## src/rtl/cfgr_pkg.sv

```systemverilog
package cfgr_pkg;

  localparam int IDX_W    = 4;
  localparam int DW       = 32;
  localparam int BASE_TGT = 6;

  localparam logic [IDX_W-1:0] TGT_LEGACY = 4'd0;
  localparam logic [IDX_W-1:0] TGT_MEMCTL = 4'd1;
  localparam logic [IDX_W-1:0] TGT_BRIDGE = 4'd2;
  localparam logic [IDX_W-1:0] TGT_THIRD  = 4'd6;

  typedef struct packed {
    logic       en;
    logic [7:0] bus;
    logic [4:0] dev;
    logic [2:0] fn;
    logic [5:0] rg;
  } cfg_addr_t;

  typedef struct packed {
    logic             hit;
    logic [IDX_W-1:0] idx;
  } route_t;

  typedef enum logic [1:0] {
    XS_IDLE = 2'd0,
    XS_WAIT = 2'd1,
    XS_RESP = 2'd2
  } xstate_e;

  // Split a host word into the stored fields.
  function automatic cfg_addr_t unpack_addr(input logic [DW-1:0] w);
    cfg_addr_t a;
    a.en  = w[31];
    a.bus = w[23:16];
    a.dev = w[15:11];
    a.fn  = w[10:8];
    a.rg  = w[7:2];
    return a;
  endfunction

  // Rebuild the readable word; reserved bits come back as zero.
  function automatic logic [DW-1:0] pack_addr(input cfg_addr_t a);
    return {a.en, 7'b0, a.bus, a.dev, a.fn, a.rg, 2'b00};
  endfunction

  // Map bus/device/function to a target index, or report no target.
  function automatic route_t route_lookup(input cfg_addr_t a, input int n_third);
    route_t     r;
    logic [3:0] lo;
    r  = '0;
    lo = a.dev[3:0];
    if (a.bus == 8'd0) begin
      if (!a.dev[4]) begin
        r.hit = 1'b1;
        r.idx = TGT_LEGACY;
      end else if (lo == 4'h0) begin
        r.hit = (a.fn == 3'd0);
        r.idx = TGT_MEMCTL;
      end else if (lo >= 4'h2 && lo <= 4'h5) begin
        r.hit = (a.fn == 3'd0);
        r.idx = TGT_BRIDGE + (lo - 4'h2);
      end else if (lo >= 4'hC && int'(lo) < 12 + n_third && lo != 4'hF) begin
        r.hit = 1'b1;
        r.idx = TGT_THIRD + (lo - 4'hC);
      end
    end
    return r;
  endfunction

endpackage

```

## src/rtl/cfgr_addr_reg.sv

```systemverilog
module cfgr_addr_reg
  import cfgr_pkg::*;
(
  input  logic          clk,
  input  logic          rst_n,
  input  logic          wr_en,
  input  logic [DW-1:0] wr_data,
  output cfg_addr_t     cfg,
  output logic [DW-1:0] rd_word
);

  cfg_addr_t cfg_q;

  always_ff @(posedge clk) begin
    if (!rst_n) cfg_q <= '0;
    else if (wr_en) cfg_q <= unpack_addr(wr_data);
  end

  assign cfg     = cfg_q;
  assign rd_word = pack_addr(cfg_q);

endmodule

```

## src/rtl/cfgr_decode.sv

```systemverilog
module cfgr_decode
  import cfgr_pkg::*;
#(
  parameter int N_THIRD = 3
) (
  input  cfg_addr_t cfg,
  output route_t    route,
  output logic      route_ok
);

  always_comb begin
    route    = route_lookup(cfg, N_THIRD);
    route_ok = cfg.en & route.hit;
  end

endmodule

```

## src/rtl/cfgr_xact.sv

```systemverilog
module cfgr_xact
  import cfgr_pkg::*;
#(
  parameter int N_THIRD = 3,
  localparam int NT = BASE_TGT + N_THIRD
) (
  input  logic             clk,
  input  logic             rst_n,
  input  logic             io_req,
  input  logic             on_addr_port,
  input  logic             on_data_port,
  input  logic             io_we,
  input  logic [3:0]       io_be,
  input  logic [DW-1:0]    io_wdata,
  input  cfg_addr_t        cfg,
  input  logic [DW-1:0]    addr_word,
  input  route_t           route,
  input  logic             route_ok,
  input  logic [NT-1:0]    tgt_done,
  input  logic [NT*DW-1:0] tgt_rdata,
  output logic             io_ack,
  output logic [DW-1:0]    io_rdata,
  output logic [NT-1:0]    tgt_sel,
  output logic             tgt_we,
  output logic [3:0]       tgt_be,
  output logic [DW-1:0]    tgt_wdata,
  output logic [4:0]       tgt_dev,
  output logic [2:0]       tgt_func,
  output logic [5:0]       tgt_reg,
  output logic             addr_wr,
  output logic             ev_accept_local,
  output logic             ev_accept_route,
  output logic             busy
);

  xstate_e       state_q;
  logic [DW-1:0] resp_q;
  logic          accept;
  logic          own_done;
  logic [DW-1:0] ret_data;
  logic [DW-1:0] ret_lane [NT];

  assign accept          = (state_q == XS_IDLE) & io_req & (on_addr_port | on_data_port);
  assign ev_accept_route = accept & on_data_port & route_ok;
  assign ev_accept_local = accept & ~ev_accept_route;
  assign addr_wr         = accept & on_addr_port & io_we & (io_be == 4'hF);
  assign own_done        = |(tgt_sel & tgt_done);
  assign busy            = (state_q != XS_IDLE);

  // Read return: each lane gated by its own select bit, then OR-merged.
  genvar gi;
  generate
    for (gi = 0; gi < NT; gi++) begin : g_lane
      assign ret_lane[gi] = tgt_rdata[gi*DW +: DW] & {DW{tgt_sel[gi]}};
    end
  endgenerate

  always_comb begin
    ret_data = '0;
    for (int i = 0; i < NT; i++) ret_data = ret_data | ret_lane[i];
  end

  always_ff @(posedge clk) begin
    if (!rst_n) begin
      state_q   <= XS_IDLE;
      resp_q    <= '0;
      tgt_sel   <= '0;
      tgt_we    <= 1'b0;
      tgt_be    <= '0;
      tgt_wdata <= '0;
      tgt_dev   <= '0;
      tgt_func  <= '0;
      tgt_reg   <= '0;
    end else begin
      unique case (state_q)
        XS_IDLE: begin
          if (ev_accept_route) begin
            state_q   <= XS_WAIT;
            tgt_sel   <= NT'(1) << route.idx;
            tgt_we    <= io_we;
            tgt_be    <= io_be;
            tgt_wdata <= io_wdata;
            tgt_dev   <= cfg.dev;
            tgt_func  <= cfg.fn;
            tgt_reg   <= cfg.rg;
          end else if (ev_accept_local) begin
            state_q <= XS_RESP;
            resp_q  <= (on_addr_port && !io_we) ? addr_word : '1;
          end
        end
        XS_WAIT: begin
          if (own_done) begin
            state_q <= XS_IDLE;
            tgt_sel <= '0;
          end
        end
        XS_RESP: state_q <= XS_IDLE;
        default: state_q <= XS_IDLE;
      endcase
    end
  end

  assign io_ack   = (state_q == XS_RESP) | ((state_q == XS_WAIT) & own_done);
  assign io_rdata = (state_q == XS_WAIT) ? ret_data : resp_q;

endmodule

```

## src/rtl/cfg_access_router.sv

```systemverilog
module cfg_access_router
  import cfgr_pkg::*;
#(
  parameter int                IO_AW     = 16,
  parameter int                N_THIRD   = 3,
  parameter logic [IO_AW-1:0]  ADDR_PORT = 'h0CF8,
  parameter logic [IO_AW-1:0]  DATA_PORT = 'h0CFC,
  localparam int               NT        = BASE_TGT + N_THIRD
) (
  input  logic             clk,
  input  logic             rst_n,
  input  logic             io_req,
  input  logic [IO_AW-1:0] io_addr,
  input  logic             io_we,
  input  logic [3:0]       io_be,
  input  logic [31:0]      io_wdata,
  output logic             io_ack,
  output logic [31:0]      io_rdata,
  output logic [NT-1:0]    tgt_sel,
  output logic             tgt_we,
  output logic [3:0]       tgt_be,
  output logic [31:0]      tgt_wdata,
  output logic [4:0]       tgt_dev,
  output logic [2:0]       tgt_func,
  output logic [5:0]       tgt_reg,
  input  logic [NT-1:0]    tgt_done,
  input  logic [NT*32-1:0] tgt_rdata
);

  logic      on_addr_port;
  logic      on_data_port;
  logic      addr_wr;
  cfg_addr_t cfg;
  logic [31:0] addr_word;
  route_t    route;
  logic      route_ok;
  logic      ev_accept_local;
  logic      ev_accept_route;
  logic      busy;

  assign on_addr_port = (io_addr == ADDR_PORT);
  assign on_data_port = (io_addr == DATA_PORT);

  cfgr_addr_reg u_addr (
    .clk     (clk),
    .rst_n   (rst_n),
    .wr_en   (addr_wr),
    .wr_data (io_wdata),
    .cfg     (cfg),
    .rd_word (addr_word)
  );

  cfgr_decode #(.N_THIRD(N_THIRD)) u_dec (
    .cfg      (cfg),
    .route    (route),
    .route_ok (route_ok)
  );

  cfgr_xact #(.N_THIRD(N_THIRD)) u_xact (
    .clk             (clk),
    .rst_n           (rst_n),
    .io_req          (io_req),
    .on_addr_port    (on_addr_port),
    .on_data_port    (on_data_port),
    .io_we           (io_we),
    .io_be           (io_be),
    .io_wdata        (io_wdata),
    .cfg             (cfg),
    .addr_word       (addr_word),
    .route           (route),
    .route_ok        (route_ok),
    .tgt_done        (tgt_done),
    .tgt_rdata       (tgt_rdata),
    .io_ack          (io_ack),
    .io_rdata        (io_rdata),
    .tgt_sel         (tgt_sel),
    .tgt_we          (tgt_we),
    .tgt_be          (tgt_be),
    .tgt_wdata       (tgt_wdata),
    .tgt_dev         (tgt_dev),
    .tgt_func        (tgt_func),
    .tgt_reg         (tgt_reg),
    .addr_wr         (addr_wr),
    .ev_accept_local (ev_accept_local),
    .ev_accept_route (ev_accept_route),
    .busy            (busy)
  );

endmodule

```

## config.mk

```make
export PLATFORM = sky130hd
export DESIGN_NAME = cfg_access_router
export DESIGN_NICKNAME = d
export VERILOG_FILES = /design/src/rtl/cfgr_pkg.sv /design/src/rtl/cfgr_addr_reg.sv /design/src/rtl/cfgr_decode.sv /design/src/rtl/cfgr_xact.sv /design/src/rtl/cfg_access_router.sv
export SDC_FILE = /design/constraint.sdc
export NUM_CORES = 1
export LEC_CHECK = 0
export CAP_MARGIN = 20
export CORE_AREA = 2 2 173 175
export CTS_CLUSTER_SIZE = 20
export DETAILED_ROUTE_END_ITERATION = 10
export DIE_AREA = 0 0 175 177
export DONT_BUFFER_PORTS = 1
export SETUP_SLACK_MARGIN = 0.3
export SYNTH_ARGS = -nofsm -noshare
export SYNTH_HDL_FRONTEND = slang
export SYNTH_HIERARCHICAL = 1
export SYNTH_SLANG_ARGS = --single-unit
```

## constraint.sdc

```tcl
create_clock -name clk -period 4.05 [get_ports clk]
set_clock_uncertainty 0.05 [all_clocks]
set_input_delay 0.405 -clock clk [delete_from_list [all_inputs] [get_ports clk]]
set_output_delay 0.405 -clock clk [all_outputs]
set_load 0.005 [all_outputs]
```

==> Flow_metrics.wiki, run 1 <==
{| class="wikitable"
! Metric !! Value
|-
| Last weighted congestion value of the routability-driven placer || 0.918
|-
| Pre-CTS WS || around 1.0 ns
|-
| Layout overhead on the synthesized area || 10.0%
|-
| Classification of the worst setup path || reg -> out
|-
| Number of pins exceeding their max-slew limit in the final report || 0
|-
| Via count of the routed design || 6448
|-
| Max Fanout on Critical Path || 36
|-
| Leak pwr || roughly 2.2 nW
|-
| First-pass detailed-route iteration total || 7
|-
| HPWL after DPL || approximately 27000 µm
|-
| Start point of the worst min-delay path || io_wdata[29]
|-
| Die height || 177 µm
|-
| Time the final worst path needs with I/O delays and setup || 3.00 ns
|-
| Number of antenna violations at the first check in global routing || 10
|-
| Total of buffers placed on input and output ports || 0
|-
| Insertion delay of the later-clocked pin in the worst-skew pair || 0.41 ns
|-
| Residual DRC || 0
|-
| Total placed cells including tap cells || 1096
|-
| Detailed-route vias per instance || 5.72
|-
| Reg-to-reg startpoint || u_addr/cfg[9]
|-
| Horizontal extent of the die || 175 µm
|-
| Req. time, crit path || 3.60 ns
|-
| Core outline area || between 20000 and 30000 µm²
|-
| Wire length of the first global-routing pass || 45700 µm
|-
| Slew headroom || 38.7%
|-
| Cell class contributing the biggest share of worst-path delay || compound AO/OA/AOI/OAI gates
|-
| Cell breakdown of the critical path || a222oi_1 > nand3_1 > a221oi_1 > o21ai_0
|-
| Detailed Route Iter0 Violations || a little under 1000
|-
| Hold Path Sink || u_xact/tgt_wdata[29]
|-
| Cell area after technology mapping || 6670 µm²
|-
| Cts bufs inserted || 17
|-
| Number of warnings printed during yosys synthesis || 6
|-
| Final WL || 34500 µm
|-
| Total I/O pin count || 446
|-
| Setup violation total in the final timing report || 0
|-
| CTS tree || done
|-
| Total routing resource utilization after global routing || approximately a fifth
|-
| Standard-cell rows || 63
|-
| Total negative slack for setup checks || 0 ns
|-
| Worst hold margin || approximately 0.084 ns
|-
| Hold Path Depth || 2
|-
| Critical Path Start Type || register
|-
| Share of cells above drive strength 1 || 13.3%
|-
| # resized after CTS || 0
|-
| Hold_buf cts || 0
|-
| CP bufs+invs || 0
|-
| Number of nets in the finished design || 1079
|-
| Setup repair after global routing missed its margin || false
|-
| Initial standard-cell utilization of the core || 22.8%
|-
| Worst hold-check path type || in -> reg
|-
| Post-Syn Instances || 790
|-
| Reg-to-reg critical path endpoint || u_xact/resp_q[28]
|-
| Via count of the first global-routing pass || 5955
|-
| Power Dens Cells || 407 nW/µm²
|-
| Number of sinks handled by clock tree synthesis || 117
|-
| End-of-flow core utilization || 25.1%
|-
| Full die area || ~31000 µm²
|-
| Pin count of the biggest net entering global routing || 119
|-
| Slowest cell delay on critical path || 0.65 ns
|-
| Maximum resistive drop on vdd || 0.274 mV
|-
| Max-capacitance violation count || 0
|-
| Final cycle utilization of the critical path || 74.0%
|-
| Hold Vio Cnt, Final || 0
|-
| Transition time at the pin with the least slew margin || 0.919 ns
|-
| Status || finished clean
|-
| FF-to-FF path depth || 9
|-
| Critical path's slowest cell || sky130_fd_sc_hd__a222oi_1
|-
| Highest achievable clock rate || 334 MHz
|-
| Worst Setup Slack, final || 1.05 ns
|-
| Buffers from clock root to sink, at most || 2
|-
| Arrival time worst endpoint || approximately 2.5 ns
|-
| Detail-routed net length per standard cell || 30.6 µm
|-
| Postcts setup bufs || 0
|-
| Total global routing overflow || 0
|-
| Final cell count without fillers || 1128
|-
| Root buffer cell || sky130_fd_sc_hd__clkbuf_16
|-
| H-Tree Depth || 4
|-
| Reg-to-reg setup timing slack || approximately 1.4 ns
|-
| Number of nets with antenna violations after detailed routing || 0
|-
| Worst Setup End Kind || output port
|-
| CTS clock-pin slew for the worst setup and hold paths || 0.06 ns
|-
| Synthesized area per cell || ~8.4 µm²
|}
[layer usage]
metal,global-route usage (%),share of wire (%)
met5,0,0.23
met4,5.24,1.3
met3,10.5,13
met2,32.2,46
met1,25.7,40
[worst max-delay path by stage]
| stage | to | slack, ns | start | depth (start not counted) |
|---|---|---|---|---|
| 6_report | io_rdata[13] | 1.05 | u_xact/tgt_sel[0] | 4 |
| 5_1_grt | io_rdata[30] | 1.01 | u_xact/tgt_sel[5] | 4 |
| 4_1_cts | io_rdata[30] | 1.07 | u_xact/tgt_sel[5] | 4 |
| 3_5_place_dp | u_xact/tgt_wdata[23] | 1.01 | io_addr[12] | 7 |
| 3_3_place_gp | u_xact/resp_q[27] | 1.01 | io_addr[12] | 8 |
| 2_1_floorplan | u_xact/resp_q[10] | 1.76 | io_addr[12] | 7 |
[per-stage QoR]
| step | total power [mW] | area [µm²] |
|---|---|---|
| finish | 2.99 | 7340 |
| global route | 3.08 | 7330 |
| CTS | 3.00 | 7330 |
| detailed placement | 1.54 | 6760 |
| global placement | 1.53 | 6760 |
| floorplan | 1.43 | 6700 |
[worst register-to-register path, cell delays in order (launching register included)]
cell,delay (ns)
sky130_fd_sc_hd__dfxtp_1,0.45
sky130_fd_sc_hd__or3b_1,0.40
sky130_fd_sc_hd__nand3_1,0.10
sky130_fd_sc_hd__a31oi_1,0.16
sky130_fd_sc_hd__nand2_1,0.19
sky130_fd_sc_hd__o211a_1,0.16
sky130_fd_sc_hd__buf_4,0.34
sky130_fd_sc_hd__nand3b_1,0.12
sky130_fd_sc_hd__buf_4,0.27
sky130_fd_sc_hd__o221a_2,0.31
[cells in the final DEF (no fill, tap or decap), types with 4 or more instances in the layout]
cell,instances
sky130_fd_sc_hd__clkbuf_16,17
sky130_fd_sc_hd__nor4_1,4
sky130_fd_sc_hd__o22ai_1,8
sky130_fd_sc_hd__o221a_2,30
sky130_fd_sc_hd__buf_4,18
sky130_fd_sc_hd__nor2b_1,25
sky130_fd_sc_hd__nand2_1,147
sky130_fd_sc_hd__conb_1,9
sky130_fd_sc_hd__o21a_1,8
sky130_fd_sc_hd__clkinv_2,4
sky130_fd_sc_hd__a21boi_0,52
sky130_fd_sc_hd__mux2i_1,23
sky130_fd_sc_hd__o21ai_0,34
sky130_fd_sc_hd__nand3_1,47
sky130_fd_sc_hd__dfxtp_1,109
sky130_fd_sc_hd__a22oi_1,68
sky130_fd_sc_hd__a221oi_1,32
sky130_fd_sc_hd__nor2_1,8
sky130_fd_sc_hd__dfxtp_2,8
sky130_fd_sc_hd__a222oi_1,33
[power by group]
part | internal [mW] | switching, mW
Combinational | 0.129 | 0.192
Sequential | 1.16 | 0.0473
Clock | 0.942 | 0.516
[final cells by class]
class	count	area [µm²]
fill	3160	21900
multi-input combinational	567	3770
sequential	117	2350
tap	390	488
clock buffer	21	470
timing repair buffer	18	135
clock inverter	9	104
inverter	4	15.0
antenna	2	5.00
Power figures use the tool's default switching activity.
==> run 2, diff against run 1 <==
==> constraint.sdc (replaced) <==
create_clock -name clk -period 2.85 [get_ports clk]
set_clock_uncertainty 0.05 [all_clocks]
set_input_delay 0.285 -clock clk [delete_from_list [all_inputs] [get_ports clk]]
set_output_delay 0.285 -clock clk [all_outputs]
set_load 0.005 [all_outputs]
==> Flow_metrics.wiki, run 2 (synthesis results as in run 1) <==
{| class="wikitable"
! Metric !! Value
|-
| Transition time at the pin with the least slew margin || 0.641 ns (was 0.919 ns)
|-
| First-pass detailed-route iteration total || 7 (unchanged)
|-
| Layout overhead on the synthesized area || 22.9% (was 10.0%)
|-
| Placement-stage cell area || 7060 µm² (was 6760 µm²)
|-
| Last weighted congestion value of the routability-driven placer || 0.899 (was 0.918)
|-
| End-of-flow core utilization || 28.0% (was 25.1%)
|-
| Total I/O pin count || 446 (unchanged)
|-
| Horizontal extent of the die || 175 µm (unchanged)
|-
| Cts bufs inserted || 17 (unchanged)
|-
| Pin count of the biggest net entering global routing || 119 (unchanged)
|-
| Setup repair after global routing missed its margin || true (was false)
|-
| Classification of the worst setup path || reg -> out (unchanged)
|-
| Overall Power || 4.45 mW (was 2.99 mW)
|-
| Time the final worst path needs with I/O delays and setup || 2.55 ns
|-
| Req. time, crit path || 2.52 ns (was 3.60 ns)
|-
| Worst hold-check path type || in -> reg (unchanged)
|-
| Buffers from clock root to sink, at most || 2 (unchanged)
|-
| Root buffer cell || sky130_fd_sc_hd__clkbuf_16 (unchanged)
|-
| Total of buffers placed on input and output ports || 0 (unchanged)
|-
| Critical path's slowest cell || sky130_fd_sc_hd__a222oi_1 (unchanged)
|-
| Leak pwr || 2.64 nW (was 2.21 nW)
|-
| Pre-CTS WS || 0.490 ns (was 1.01 ns)
|-
| Slew headroom || 57.3% (was 38.7%)
|-
| Cell breakdown of the critical path || buf_4 > a222oi_1 > nand3_1 > a221oi_1 > o21ai_0 (was a222oi_1 > nand3_1 > a221oi_1 > o21ai_0)
|-
| Number of nets in the finished design || 1151 (was 1079)
|-
| Worst Setup End Kind || output port (unchanged)
|-
| Core outline area || 29200 µm² (unchanged)
|-
| Hold Vio Cnt, Final || 0 (unchanged)
|-
| Total global routing overflow || 0 (unchanged)
|-
| Via count of the first global-routing pass || 6531 (was 5955)
|-
| Arrival time worst endpoint || 2.21 ns (was 2.54 ns)
|-
| Wire length of the first global-routing pass || 47900 µm (was 45700 µm)
|-
| Die height || 177 µm (unchanged)
|-
| Share of cells above drive strength 1 || 18.0% (was 13.3%)
|-
| Highest achievable clock rate || 392 MHz
|-
| Detailed Route Iter0 Violations || 944 (was 974)
|-
| Setup violation total in the final timing report || 0 (unchanged)
|-
| Total placed cells including tap cells || 1127 (was 1096)
|-
| Slowest cell delay on critical path || 0.52 ns (was 0.65 ns)
|-
| Critical Path Start Type || register (unchanged)
|-
| Commonest cells after routing, fill and taps aside || 147 x sky130_fd_sc_hd__nand2_1, 109 x sky130_fd_sc_hd__dfxtp_1, 67 x sky130_fd_sc_hd__a22oi_1, 52 x sky130_fd_sc_hd__a21boi_0, 44 x sky130_fd_sc_hd__buf_4 (was 147 x sky130_fd_sc_hd__nand2_1, 109 x sky130_fd_sc_hd__dfxtp_1, 68 x sky130_fd_sc_hd__a22oi_1, 52 x sky130_fd_sc_hd__a21boi_0, 47 x sky130_fd_sc_hd__nand3_1)
|-
| Max-capacitance violation count || 0 (unchanged)
|-
| Residual DRC || 0 (unchanged)
|-
| Maximum resistive drop on vdd || 0.434 mV (was 0.274 mV)
|-
| Max Fanout on Critical Path || 16 (was 36)
|-
| Detailed-route vias per instance || 5.63 (was 5.72)
|-
| Final WL || 35900 µm (was 34500 µm)
|-
| HPWL after DPL || 28000 µm (was 27500 µm)
|-
| Number of pins exceeding their max-slew limit in the final report || 0 (unchanged)
|-
| Initial standard-cell utilization of the core || 22.8% (unchanged)
|-
| Final cell area excluding filler cells || 8190 µm² (was 7340 µm²)
|-
| Worst Setup Slack, final || 0.301 ns (was 1.05 ns)
|-
| Detail-routed net length per standard cell || 29.8 µm (was 30.6 µm)
|-
| Worst hold margin || 0.0359 ns (was 0.0837 ns)
|-
| Via count of the routed design || 6770 (was 6448)
|-
| Number of sinks handled by clock tree synthesis || 117 (unchanged)
|-
| Total negative slack for setup checks || 0 ns (unchanged)
|-
| Insertion delay of the later-clocked pin in the worst-skew pair || 0.41 ns (about the same)
|-
| Total routing resource utilization after global routing || 21.8% (was 20.8%)
|-
| CTS tree || done (unchanged)
|-
| Full die area || 31000 µm² (unchanged)
|-
| H-Tree Depth || 4 (unchanged)
|-
| Final cycle utilization of the critical path || 89.4%
|-
| Commonest non-fill, non-tap cell in the layout || sky130_fd_sc_hd__nand2_1 (unchanged)
|-
| Power Dens Cells || 543 nW/µm² (was 407 nW/µm²)
|-
| Number of antenna violations at the first check in global routing || 9 (was 10)
|-
| Status || finished clean (unchanged)
|-
| Number of nets with antenna violations after detailed routing || 0 (unchanged)
|-
| CTS clock-pin slew for the worst setup and hold paths || 0.06 ns (about the same)
|-
| Standard-cell rows || 63 (unchanged)
|-
| Final cell count without fillers || 1203 (was 1128)
|}
==> run 2: changes by cell type in the layout (fill, tap and decap cells not counted), moves of 3 or more <==
cell / delta
sky130_fd_sc_hd__nand3_1: -4
sky130_fd_sc_hd__a221oi_1: -8
sky130_fd_sc_hd__clkbuf_1: +3
sky130_fd_sc_hd__buf_4: +26
sky130_fd_sc_hd__a221oi_2: +8
sky130_fd_sc_hd__dlygate4sd3_1: +37
sky130_fd_sc_hd__buf_12: +7
sky130_fd_sc_hd__nand3_2: +4
sky130_fd_sc_hd__dfxtp_4: +6
sky130_fd_sc_hd__o21ai_0: -3
sky130_fd_sc_hd__dfxtp_2: -6
==> run 2: power breakdown <==
group	switching (mW)	total (mW)	internal, mW	leakage [nW]
clock network	0.742	2.13	1.39	0.280
registers	0.0422	1.69	1.65	0.948
logic	0.359	0.629	0.270	1.41
total	1.14	4.45	3.30	2.64
==> run 2: routing by layer <==
layer | GRT usage [%] | vias up | routed length, µm
met3 | 9.06 | 69 | 4100
li1 | - | 2990 | -
met5 | 0 | - | 69
met2 | 33.7 | 438 | 16400
met1 | 27.1 | 3263 | 14400
met4 | 7.81 | 10 | 899
==> run 2: area by class of cell <==
type / instances / area (µm²)
clock buffers: 22 / 454
multi-input cells: 567 / 3850
flip-flops and latches: 117 / 2370
diodes: 4 / 10.0
repair buffers: 90 / 880
well taps: 390 / 488
inverters: 4 / 15.0
clock inverters: 9 / 129
fillers: 3092 / 21100
==> run 2: path summary, 6_finish.rpt <==
kind                                            from              endpoint  slack, ns  depth (start not counted)
worst min-delay path                    io_wdata[11]         u_addr/cfg[9]       0.04                          2
worst max register to register        u_addr/cfg[15]     u_xact/resp_q[19]       0.58                          8
worst min register to register  u_xact/tgt_wdata[20]  u_xact/tgt_wdata[20]       0.43                          2
worst max-delay path               u_xact/tgt_sel[1]          io_rdata[26]       0.30                          5
==> run 2: what timing repair did <==
item / CTS / global route
endpoints found under the setup margin: 10 / 14
pin swaps: 3 / 12
gates resized for setup: 9 / 19
hold buffers: 38 / 0
buffers inserted: 0 / 3
hold endpoints to repair: 117 / 0
==> run 2: critical path: cells and delay by family, from the launching register on <==
family          cells  cell delay, ns
compound gates      3            0.96
buf+inv             1            0.24
flops               1            0.43
simple gates        1            0.14
